[config.mk]
export PLATFORM = sky130hd
export DESIGN_NAME = frame_gap_timer
export DESIGN_NICKNAME = d
export VERILOG_FILES = /design/src/rtl/fgt_pkg.sv /design/src/rtl/gap_meter.sv /design/src/rtl/tx_start_gate.sv /design/src/rtl/break_abort.sv /design/src/rtl/frame_gap_timer.sv
export SDC_FILE = /design/constraint.sdc
export NUM_CORES = 1
export LEC_CHECK = 0
export BUFFER_PORTS_ARGS = -buffer_cell sky130_fd_sc_hd__buf_4
export CAP_MARGIN = 0
export CORE_MARGIN = 2
export CORE_UTILIZATION = 56
export CTS_CLUSTER_SIZE = 16
export DETAILED_ROUTE_END_ITERATION = 7
export PLACE_DENSITY_LB_ADDON = 0.1
export SETUP_SLACK_MARGIN = 0.4
export SKIP_CTS_REPAIR_TIMING = 1
export SLEW_MARGIN = 20
export SYNTH_ARGS = -nofsm -noshare
export SYNTH_HDL_FRONTEND = slang
export SYNTH_HIERARCHICAL = 1
export SYNTH_SLANG_ARGS = --single-unit
export TNS_END_PERCENT = 1
[constraint.sdc]
create_clock -name clk -period 1.99 [get_ports clk]
set_input_delay 0.199 -clock clk [delete_from_list [all_inputs] [get_ports clk]]
set_output_delay 0.199 -clock clk [all_outputs]
set_load 0.02 [all_outputs]
[src/rtl/fgt_pkg.sv]
package fgt_pkg;

  // True when a passive count lies in the resync window [t_eof, t_ifs)
  function automatic logic in_sep_window(input logic [31:0] gap,
                                         input logic [31:0] t_eof,
                                         input logic [31:0] t_ifs);
    return (gap >= t_eof) && (gap < t_ifs);
  endfunction

  // True when the tick moving the count off 'gap' lands on 'thr'
  function automatic logic crossing(input logic [31:0] gap,
                                    input logic [31:0] thr);
    return (gap + 32'd1) == thr;
  endfunction

  // True when a queued write is old enough to join a resync edge
  function automatic logic write_ripe(input logic [31:0] age,
                                      input logic [31:0] lead);
    return age >= lead;
  endfunction

endpackage

[src/rtl/gap_meter.sv]
module gap_meter #(
  parameter int T_EOD = 200,
  parameter int T_EOF = 280,
  parameter int T_IFS = 300
) (
  input  logic clk,
  input  logic rst_n,
  input  logic rx,
  input  logic tick,
  output logic eod_pulse,
  output logic eof_pulse,
  output logic ifs_done,
  output logic sep_window,
  output logic rx_rise
);
  import fgt_pkg::*;

  localparam int CW = $clog2(T_IFS + 1);

  logic [CW-1:0] gap_cnt;
  logic          rx_q;
  logic          step;

  assign rx_rise    = rx & ~rx_q;
  assign step       = tick && !rx && (gap_cnt != CW'(T_IFS));
  assign ifs_done   = (gap_cnt == CW'(T_IFS));
  assign sep_window = in_sep_window(32'(gap_cnt), T_EOF, T_IFS);

  always_ff @(posedge clk) begin
    if (!rst_n) begin
      gap_cnt   <= '0;
      rx_q      <= 1'b0;
      eod_pulse <= 1'b0;
      eof_pulse <= 1'b0;
    end else begin
      rx_q      <= rx;
      eod_pulse <= step && crossing(32'(gap_cnt), T_EOD);
      eof_pulse <= step && crossing(32'(gap_cnt), T_EOF);
      if (rx)
        gap_cnt <= '0;
      else if (step)
        gap_cnt <= gap_cnt + 1'b1;
    end
  end


  gap_bound_chk: assert property (@(posedge clk) disable iff (!rst_n)
    gap_cnt <= CW'(T_IFS));


  line_clear_chk: assert property (@(posedge clk) disable iff (!rst_n)
    rx |=> (gap_cnt == '0));


  eod_single_chk: assert property (@(posedge clk) disable iff (!rst_n)
    eod_pulse |=> !eod_pulse);


  eof_single_chk: assert property (@(posedge clk) disable iff (!rst_n)
    eof_pulse |=> !eof_pulse);


  ifs_hold_chk: assert property (@(posedge clk) disable iff (!rst_n)
    (ifs_done && !rx) |=> ifs_done);

endmodule

[src/rtl/tx_start_gate.sv]
module tx_start_gate #(
  parameter int LEAD = 104
) (
  input  logic clk,
  input  logic rst_n,
  input  logic tick,
  input  logic wr_strobe,
  input  logic rx,
  input  logic rx_rise,
  input  logic ifs_done,
  input  logic sep_window,
  output logic tx_grant
);
  import fgt_pkg::*;

  localparam int AW = $clog2(LEAD + 1);

  logic          pending_q;
  logic [AW-1:0] age_q;
  logic          ripe;
  logic          grant_idle;
  logic          grant_sync;
  logic          grant_now;

  assign ripe       = write_ripe(32'(age_q), LEAD);
  assign grant_idle = pending_q && ifs_done && !rx;
  assign grant_sync = pending_q && rx_rise && sep_window && ripe;
  assign grant_now  = grant_idle || grant_sync;

  always_ff @(posedge clk) begin
    if (!rst_n) begin
      pending_q <= 1'b0;
      age_q     <= '0;
      tx_grant  <= 1'b0;
    end else begin
      tx_grant  <= grant_now;
      pending_q <= wr_strobe || (pending_q && !grant_now);
      if (wr_strobe && (!pending_q || grant_now))
        age_q <= '0;
      else if (pending_q && tick && (age_q != AW'(LEAD)))
        age_q <= age_q + 1'b1;
    end
  end


  grant_req_chk: assert property (@(posedge clk) disable iff (!rst_n)
    tx_grant |-> $past(pending_q));


  late_hold_chk: assert property (@(posedge clk) disable iff (!rst_n)
    (pending_q && rx_rise && !ripe) |=> !tx_grant);


  off_window_chk: assert property (@(posedge clk) disable iff (!rst_n)
    (rx_rise && !sep_window) |=> !tx_grant);

endmodule

[src/rtl/break_abort.sv]
module break_abort (
  input  logic clk,
  input  logic rst_n,
  input  logic tx_active,
  input  logic break_seen,
  output logic tx_abort
);

  always_ff @(posedge clk) begin
    if (!rst_n)
      tx_abort <= 1'b0;
    else
      tx_abort <= tx_active && break_seen;
  end


  abort_cause_chk: assert property (@(posedge clk) disable iff (!rst_n)
    tx_abort |-> $past(tx_active));

endmodule

[src/rtl/frame_gap_timer.sv]
module frame_gap_timer #(
  parameter int T_EOD_TICKS      = 200,
  parameter int T_EOF_TICKS      = 280,
  parameter int T_IFS_TICKS      = 300,
  parameter int WRITE_LEAD_TICKS = 104
) (
  input  logic clk,
  input  logic rst_n,
  input  logic rx_line,
  input  logic tick_1us,
  input  logic tx_active,
  input  logic break_seen,
  input  logic data_wr,
  output logic eod_pulse,
  output logic eof_pulse,
  output logic ifs_done,
  output logic tx_grant,
  output logic tx_abort
);

  logic sep_window;
  logic rx_rise;

  gap_meter #(
    .T_EOD(T_EOD_TICKS),
    .T_EOF(T_EOF_TICKS),
    .T_IFS(T_IFS_TICKS)
  ) u_meter (
    .clk       (clk),
    .rst_n     (rst_n),
    .rx        (rx_line),
    .tick      (tick_1us),
    .eod_pulse (eod_pulse),
    .eof_pulse (eof_pulse),
    .ifs_done  (ifs_done),
    .sep_window(sep_window),
    .rx_rise   (rx_rise)
  );

  tx_start_gate #(
    .LEAD(WRITE_LEAD_TICKS)
  ) u_gate (
    .clk       (clk),
    .rst_n     (rst_n),
    .tick      (tick_1us),
    .wr_strobe (data_wr),
    .rx        (rx_line),
    .rx_rise   (rx_rise),
    .ifs_done  (ifs_done),
    .sep_window(sep_window),
    .tx_grant  (tx_grant)
  );

  break_abort u_abort (
    .clk       (clk),
    .rst_n     (rst_n),
    .tx_active (tx_active),
    .break_seen(break_seen),
    .tx_abort  (tx_abort)
  );


  reset_quiet_chk: assert property (@(posedge clk)
    !rst_n |=> !(eod_pulse || eof_pulse || ifs_done || tx_grant || tx_abort));

endmodule

Yosys cells after proc, flatten, opt, wreduce, memory -nomap -nowiden. Index checks and enable logic that the tools add are counted.

Add/sub/neg operators: 3. $lt $le $gt $ge: 3. Equality and inequality tests: 5. Bitwise logic cells: 3. Reductions and logical operators: 23.

Operator list (number): 32-bit by 8-bit equality test with 1-bit output, second input constant (1); 32-bit by 9-bit equality test with 1-bit output, second input constant (1); 1-bit logical AND (15); 9-bit by 1-bit adder with 10-bit output, second input constant (1); 9-bit by 1-bit adder with 9-bit output, second input constant (1); 9-bit equality test, second input constant (1); 9-bit greater-or-equal comparator, second input constant (1); 9-bit < comparator, second input constant (1); 9-bit != test, second input constant (1); 7-bit by 1-bit adder with 7-bit output, second input constant (1); 7-bit greater-or-equal comparator, second input constant (1); 7-bit != test, second input constant (1); 2-bit OR reduction (2); 1-bit logical NOT (3); 1-bit logical OR (3); 1-bit NOT (2); 1-bit bitwise AND (1).

Bits in registers: 22. Input port bits: 7. Output and inout bits: 5.

Depth between registers and ports, before layout. Gate-level depths: netlist (run 1).

Depth in word-level cells: 9. Depth in mapped cells: 8. Gate-level depth less buffers: 7.

Modules after synthesis. The synthesis (run 1) kept the hierarchy.

Modules (own cells, without submodules): gap_meter (times used 1, cells an instance 91, area each 803.3 µm², seq. area each 240.2 µm²); tx_start_gate (times used 1, cells an instance 55, area each 488.0 µm², seq. area each 180.2 µm²); break_abort (times used 1, cells an instance 2, area each 26.3 µm², seq. area each 20.0 µm²).

Worst setup path after synthesis (run 1). OpenSTA, ideal clock, no wires.

Path kind: reg2reg. Start point: register u_meter.gap_cnt[7]. End point: register u_gate.age_q[0]. Arrival: 1549 ps. Data required time: 1845 ps. Path slack: 295 ps. Cell stages (with the launch flop): 7. Period minus slack after synthesis: 1695 ps. Path through: dfxtp_1 buf_4 nor3b_2 and2_1 nand4_1 o211ai_1 a221oi_1.

Cells in the longest elaborated chain, start to end: 8. Elaborated cells on any way between the ends: 12. Those cells by class: order compare (2); eq/ne (1); reduce/logical (9).

RTL lines: start: declaration (line gap_meter.sv:20) `logic [CW-1:0] gap_cnt;`; start signal: assignment (line gap_meter.sv:42) `gap_cnt <= gap_cnt + 1'b1;`; 9-bit greater-or-equal comparator or 9-bit < comparator (tied branches) (line fgt_pkg.sv:7) `return (gap >= t_eof) && (gap < t_ifs);`; 1-bit logical AND (*) (line fgt_pkg.sv:7); via sep_window (line frame_gap_timer.sv:21) `logic sep_window;`; 1-bit logical AND (*) (2 in series) (line tx_start_gate.sv:27) `assign grant_sync = pending_q && rx_rise && sep_window && ripe;`; 1-bit logical OR (*) (line tx_start_gate.sv:28) `assign grant_now = grant_idle || grant_sync;`; 1-bit logical OR (*) (line tx_start_gate.sv:38) `if (wr_strobe && (!pending_q || grant_now))`; 1-bit logical AND (*) (line tx_start_gate.sv:38); 2-bit OR reduction (no source line) (*); end signal: assignment (line tx_start_gate.sv:41) `age_q <= age_q + 1'b1;`; end: declaration (line tx_start_gate.sv:19) `logic [AW-1:0] age_q;`.

The timed path passes the listed nets; every way through them passes the cells marked *. A chain may end at the register's enable or synchronous reset.

Worst setup path in the final report (run 1).
Start point: register u_meter.gap_cnt[6]. End point: output ifs_done.

Cells in the longest elaborated chain, start to end: 1.

RTL lines: 9-bit equality test (line gap_meter.sv:26) `assign ifs_done = (gap_cnt == CW'(T_IFS));`; end: declaration (line frame_gap_timer.sv:16) `output logic ifs_done,`.

Every way passes these cells.

==> results.py, run 1 <==
metrics = {
    "die": {
        "die_w_um": 52.5,
        "ios": 12,
        "die-area_sq_um": 2760,
        "fp-row-count": 17,
        "die_h_um": 52.5,
        "start_util_pct": 59.6,
        "core_area_sq_um": 2210,
    },
    "synthesis": {
        "yosys-top-cells-area": "dfxtp_1 (33%), a221oi_1 (4.7%), xnor2_1 (4.7%)",
        "syn_area_sq_um": 1320,
        "yosys_warnings": 6,
        "synth_top_cell_area_share_pct": 33.4,
        "ys_types": 45,
        "synth_top_family_by_area": "simple AND/OR/NAND/NOR gates",
        "synth-edff-count": 0,
        "synth_ff_type": "dfxtp_1",
        "synthAdderAreaFrac_pct": 3.80,
        "synthArstFlopShare_pct": 0,
        "ys_ff_latch": 22,
        "muxShareOfSynthArea_pct": 0,
        "synth_top_area_cell": "dfxtp_1",
        "syn-instance-count": 148,
        "syn_nets": 159,
        "synth.avg_cell_area_sq_um": 8.90,
        "yosys.area_share.simple_pct": 29.9,
        "synth_compound_area_share_pct": 20.8,
        "seq_area_frac_synth_pct": 33.4,
        "synth-xor-area-share_pct": 5.98,
    },
    "global_routing": {
        "grtUsageMet2_pct": 35.2,
        "met1_usage_pct": 33.7,
        "grt_pass1_vias": 1026,
        "use_met3_pct": 2.86,
        "grtUsageTotal_pct": 23.4,
        "grt-ovfl-total": 0,
        "grt_pass1_wl_mm": 4.82,
        "antenna_found_initial": 0,
        "grt_max_degree": 14,
        "top_usage_layer": "met2",
    },
    "layout": {
        "antenna_cells": 0,
        "synthToLayoutAreaGrowth_pct": 24.2,
        "final_cells": 196,
        "final_net_count": 180,
        "drive_above_1_share_pct": 38.1,
        "nFillCells": 155,
    },
    "critical_path": {
        "path_max_fanout": 8,
        "worstPathRequired_ps": 1790,
        "worstSetupEndpointType": "primary output",
        "crit_arrival_ps": 1360,
        "cp-start-kind": "register",
        "path_class": "register to primary output",
    },
    "pwr": {
        "irDropWorstVdd_mv": 0.414,
        "p_leak_nw": 0.545,
        "pwr_density_cell_nw_per_um2": 522,
        "total_power_w": 0.000854,
    },
    "sta": {
        "hold_violations": 0,
        "finalSetupTns_ps": 0,
        "slew_headroom_pct": 73.8,
        "max_freq_mhz": 639,
        "worstMarginPinSlew_ps": 390,
        "finClkSkew_ps": 15.5,
        "setup_viol": 0,
        "finalCritPeriodShare_pct": 78.6,
        "rsz0062_at_grt": "yes",
        "report.final.slew_viol_count": 0,
        "fin_crit_ps": 1560,
    },
    "drt": {
        "via_per_inst": 6.22,
        "first_pass_iters": 5,
        "avgRoutedWirePerCell_um": 16.7,
        "postRouteAntennaNets": 0,
        "finalWirelength_mm": 3.27,
        "drtIter0Drc": 52,
        "vias": 1219,
        "drc": 0,
    },
    "placement": {
        "dp_cells": 180,
        "io_buffers": 11,
        "dp_hpwl_mm": 2.07,
        "globalplace.congestion": 0.889,
    },
    "flow_run": {
        "cap_violations": 0,
    },
    "run_status": {
        "outcome": "complete, no violations",
    },
    "cts": {
        "clk_pin_slew_ps": 140,
        "cts_tree": "built",
        "cts.htree.levels": 1,
        "clk_latency_ps": 320,
        "cts.sink_count": 22,
        "clock_path_buffers": 2,
        "cts-root-buf": "clkbuf_4",
        "numCtsBuffers": 3,
    },
    "hold_path": {
        "hold_class": "input pin to register",
    },
}
power breakdown:
| part | switching [W] | total, W | internal, W |
|---|---|---|---|
| registers | 0.00000624 | 0.000442 | 0.000435 |
| logic | 0.0000359 | 0.0000615 | 0.0000255 |
| clock network | 0.000147 | 0.000351 | 0.000204 |
| total | 0.000189 | 0.000854 | 0.000665 |
final timing paths:
kind | startpoint | endpoint | slack, ps | cells past startpoint
max | u_meter/gap_cnt[6] | ifs_done | 430 | 3
min | break_seen | u_abort/tx_abort | 100 | 2
max reg2reg | u_meter/gap_cnt[6] | u_gate/age_q[4] | 430 | 6
min reg2reg | u_meter/gap_cnt[6] | u_meter/eof_pulse | 530 | 1
routing by layer:
metal,wire [um],vias to the layer above
li1,-,590
met1,1450,574
met2,1570,49
met3,202,6
met4,43,0
met5,0,-
flip-flops by register name (all words and copies together) (netlist names):
signal and flops:
u_abort/tx_abort 1, u_gate/age_q 7, u_gate/pending_q 1, u_gate/tx_grant 1
u_meter/eod_pulse 1, u_meter/eof_pulse 1, u_meter/gap_cnt 9, u_meter/rx_q 1
worst max-delay path, cell delays in order, from the launching register on:
cell,delay (ps)
dfxtp_4,410
nor3b_4,270
and3_2,250
buf_4,140
cell families (layout without fill, tap and decap cells):
logic type	after synthesis	in the layout
simple gates	63	63
compound gates	33	33
flops	22	22
buf+inv	17	37
xor+xnor	9	9
fa+ha+maj	4	4
metrics by stage:
stage	instance area, sq um	setup WS, ps	hold slack (ps)	util [%]
after global routing	1640	337	93.9	74.0
final	1640	426	104	74.0
after floorplan	1340	372	321	-
after global placement	1410	318	428	63.6
after detailed placement	1410	280	440	63.6
after CTS	1460	218	98.4	66.0
synthesized netlist by cell type (2+ instances only):
master	instances
nand2_1	7
or3_1	4
and3_1	4
buf_4	3
a21oi_1	4
nor4_1	2
nand2b_1	3
nand4_1	5
xnor2_1	7
dfxtp_1	22
a22oi_1	3
a311o_2	2
a221oi_1	7
ha_1	4
nor2b_1	2
xor2_1	2
a31o_2	2
nand3b_1	3
buf_1	2
and2_1	3
nand3_1	9
o21ai_0	7
nor2_1	10
inv_1	8
buf_2	3
cell type report:
type	instances	area [sq um]	area share, %
inverter	8	30.0	1.83
multi-input combinational	109	858	52.4
clock buffer	3	22.5	1.38
sequential	22	473	28.9
timing repair buffer	25	188	11.5
clock inverter	1	30.0	1.83
tap	28	35.0	2.14
cell usage in the layout, fill, tap and decap left out, drive strengths merged, types with 3 or more instances in the layout:
cell type and count:
ha 4, clkbuf 3, nand2b 3, xnor2 7, inv 8, nand3b 3, nand2 7, buf 25
a21oi 4, o21ai 7, a221oi 8, a22oi 3, nor2 10, nand4 5, nand3 10, dfxtp 22
and2 3, or3 4, and3 6
No activity file was read; power rests on OpenSTA's default activity.
==> run 2: changes to the inputs <==
==> constraint.sdc (replaced) <==
create_clock -name clk -period 1.6 [get_ports clk]
set_input_delay 0.16 -clock clk [delete_from_list [all_inputs] [get_ports clk]]
set_output_delay 0.16 -clock clk [all_outputs]
set_load 0.02 [all_outputs]
==> results.py, run 2 (synthesized netlist as in run 1, its figures left out) <==
metrics = {
    "sta": {
        "worstMarginPinSlew_ps": 373,
        "finalCritPeriodShare_pct": 93.8,
        "setup_slack_ps": 99.5,
        "slew_headroom_pct": 75.1,
        "rsz0062_at_grt": "yes",
        "report.final.slew_viol_count": 0,
        "fin_crit_ps": 1500,
        "hold_ws_ps": 88.9,
        "max_freq_mhz": 666,
        "setup_viol": 0,
        "finClkSkew_ps": 3.18,
        "finalSetupTns_ps": 0,
        "hold_violations": 0,
    },
    "layout": {
        "synthToLayoutAreaGrowth_pct": 23.0,
        "layout_commonest_cell": "buf_4",
        "nFillCells": 175,
        "layout_common_cells": "buf_4 (25), dfxtp_1 (14), nor2_1 (10)",
        "final_net_count": 180,
        "multi_input_area_sq_um": 885,
        "largest_registers": "u_meter/gap_cnt: 9 flops, u_gate/age_q: 7 flops",
        "register_area_sq_um": 460,
        "fin_area_sq_um": 1620,
        "largest_register_ffs": 9,
        "antenna_cells": 0,
        "drive_above_1_share_pct": 37.7,
        "regMostFlops": "u_meter/gap_cnt",
    },
    "die": {
        "fp-row-count": 17,
        "start_util_pct": 59.6,
        "ios": 12,
        "die-area_sq_um": 2760,
        "core_area_sq_um": 2210,
        "die_h_um": 52.5,
        "die_w_um": 52.5,
    },
    "drt": {
        "finalWirelength_mm": 3.10,
        "first_pass_iters": 5,
        "via_per_inst": 6.10,
        "dr_wl_met2_mm": 1.39,
        "vias": 1190,
        "postRouteAntennaNets": 0,
        "wl_met1_mm": 1.52,
        "highest_layer": "met4",
        "avgRoutedWirePerCell_um": 15.9,
        "drc": 0,
        "wl_met3_um": 181,
        "drtIter0Drc": 45,
    },
    "global_routing": {
        "grt_pass1_wl_mm": 4.82,
        "antenna_found_initial": 0,
        "grt-ovfl-total": 0,
        "grt_pass1_vias": 1090,
        "grtUsageTotal_pct": 23.7,
        "grt_max_degree": 12,
    },
    "critical_path": {
        "reg2reg_depth": 6,
        "path_class": "register to register",
        "cp-start-kind": "register",
        "crit_path_cell_trace": "and3_4, and3_2, nand2b_1, o211ai_1, buf_4, a221oi_2",
        "crit_slowest_cell": "dfxtp_4",
        "max_stage_delay_ps": 380,
        "worstPathRequired_ps": 1810,
        "worstSetupEndpointType": "register",
        "crit_arrival_ps": 1710,
        "path_max_fanout": 8,
    },
    "cts": {
        "cts.sink_count": 22,
        "clk_pin_slew_ps": 110,
        "cts.htree.levels": 1,
        "numCtsBuffers": 3,
        "cts_tree": "built",
        "clk_latency_ps": 290,
        "cts-root-buf": "clkbuf_4",
        "clock_path_buffers": 2,
    },
    "pwr": {
        "total_power_w": 0.000874,
        "irDropWorstVdd_mv": 0.519,
        "pwr_density_cell_nw_per_um2": 539,
        "p_leak_nw": 0.529,
    },
    "run_status": {
        "outcome": "complete, no violations",
    },
    "placement": {
        "globalplace.congestion": 0.855,
        "dp_hpwl_mm": 2.18,
        "placed_cell_area_sq_um": 1480,
        "place_ws_ps": -57.0,
        "io_buffers": 11,
    },
    "flow_run": {
        "cap_violations": 0,
    },
    "hold_path": {
        "hold_class": "input pin to register",
        "hold_depth": 2,
    },
}
## run 2: layout make-up
type | count | area share, %
well taps | 28 | 2.16
flip-flops and latches | 22 | 28.4
clock buffers | 3 | 1.39
inverters | 8 | 1.85
multi-input cells | 109 | 54.6
repair buffers | 25 | 11.6
## run 2: worst max-delay path: cells and delay by family (launching register included)
family / cells / cell delay, ps
and+or+nand+nor: 3 / 490
DFF: 1 / 380
AOI/OAI and AO/OA: 2 / 360
buffers and inverters: 1 / 200
## run 2: worst paths after layout
kind	start	to	slack, ps
setup / recovery	u_meter/gap_cnt[3]	u_gate/age_q[2]	100
hold / removal	break_seen	u_abort/tx_abort	90
setup reg to reg	u_meter/gap_cnt[3]	u_gate/age_q[2]	100
hold reg to reg	u_meter/gap_cnt[5]	u_meter/gap_cnt[5]	560
## run 2: layer usage
metal | track usage [%] | vias up
li1 | - | 586
met4 | 7.69 | 0
met1 | 33.9 | 558
met2 | 36.7 | 44
met3 | 3.14 | 2
met5 | 0 | -
## run 2: report_power, final
part           internal (W)   total, W  switching [W]
clock network     0.0000876   0.000242       0.000154
logic             0.0000308  0.0000775      0.0000468
registers          0.000547   0.000555     0.00000718
## run 2: metrics by stage
step                std cells  util, %
floorplan                 148        -
global placement          190     67.0
detailed placement        190     67.0
CTS                       193     68.0
global route              195     73.2
finish                    195     73.2
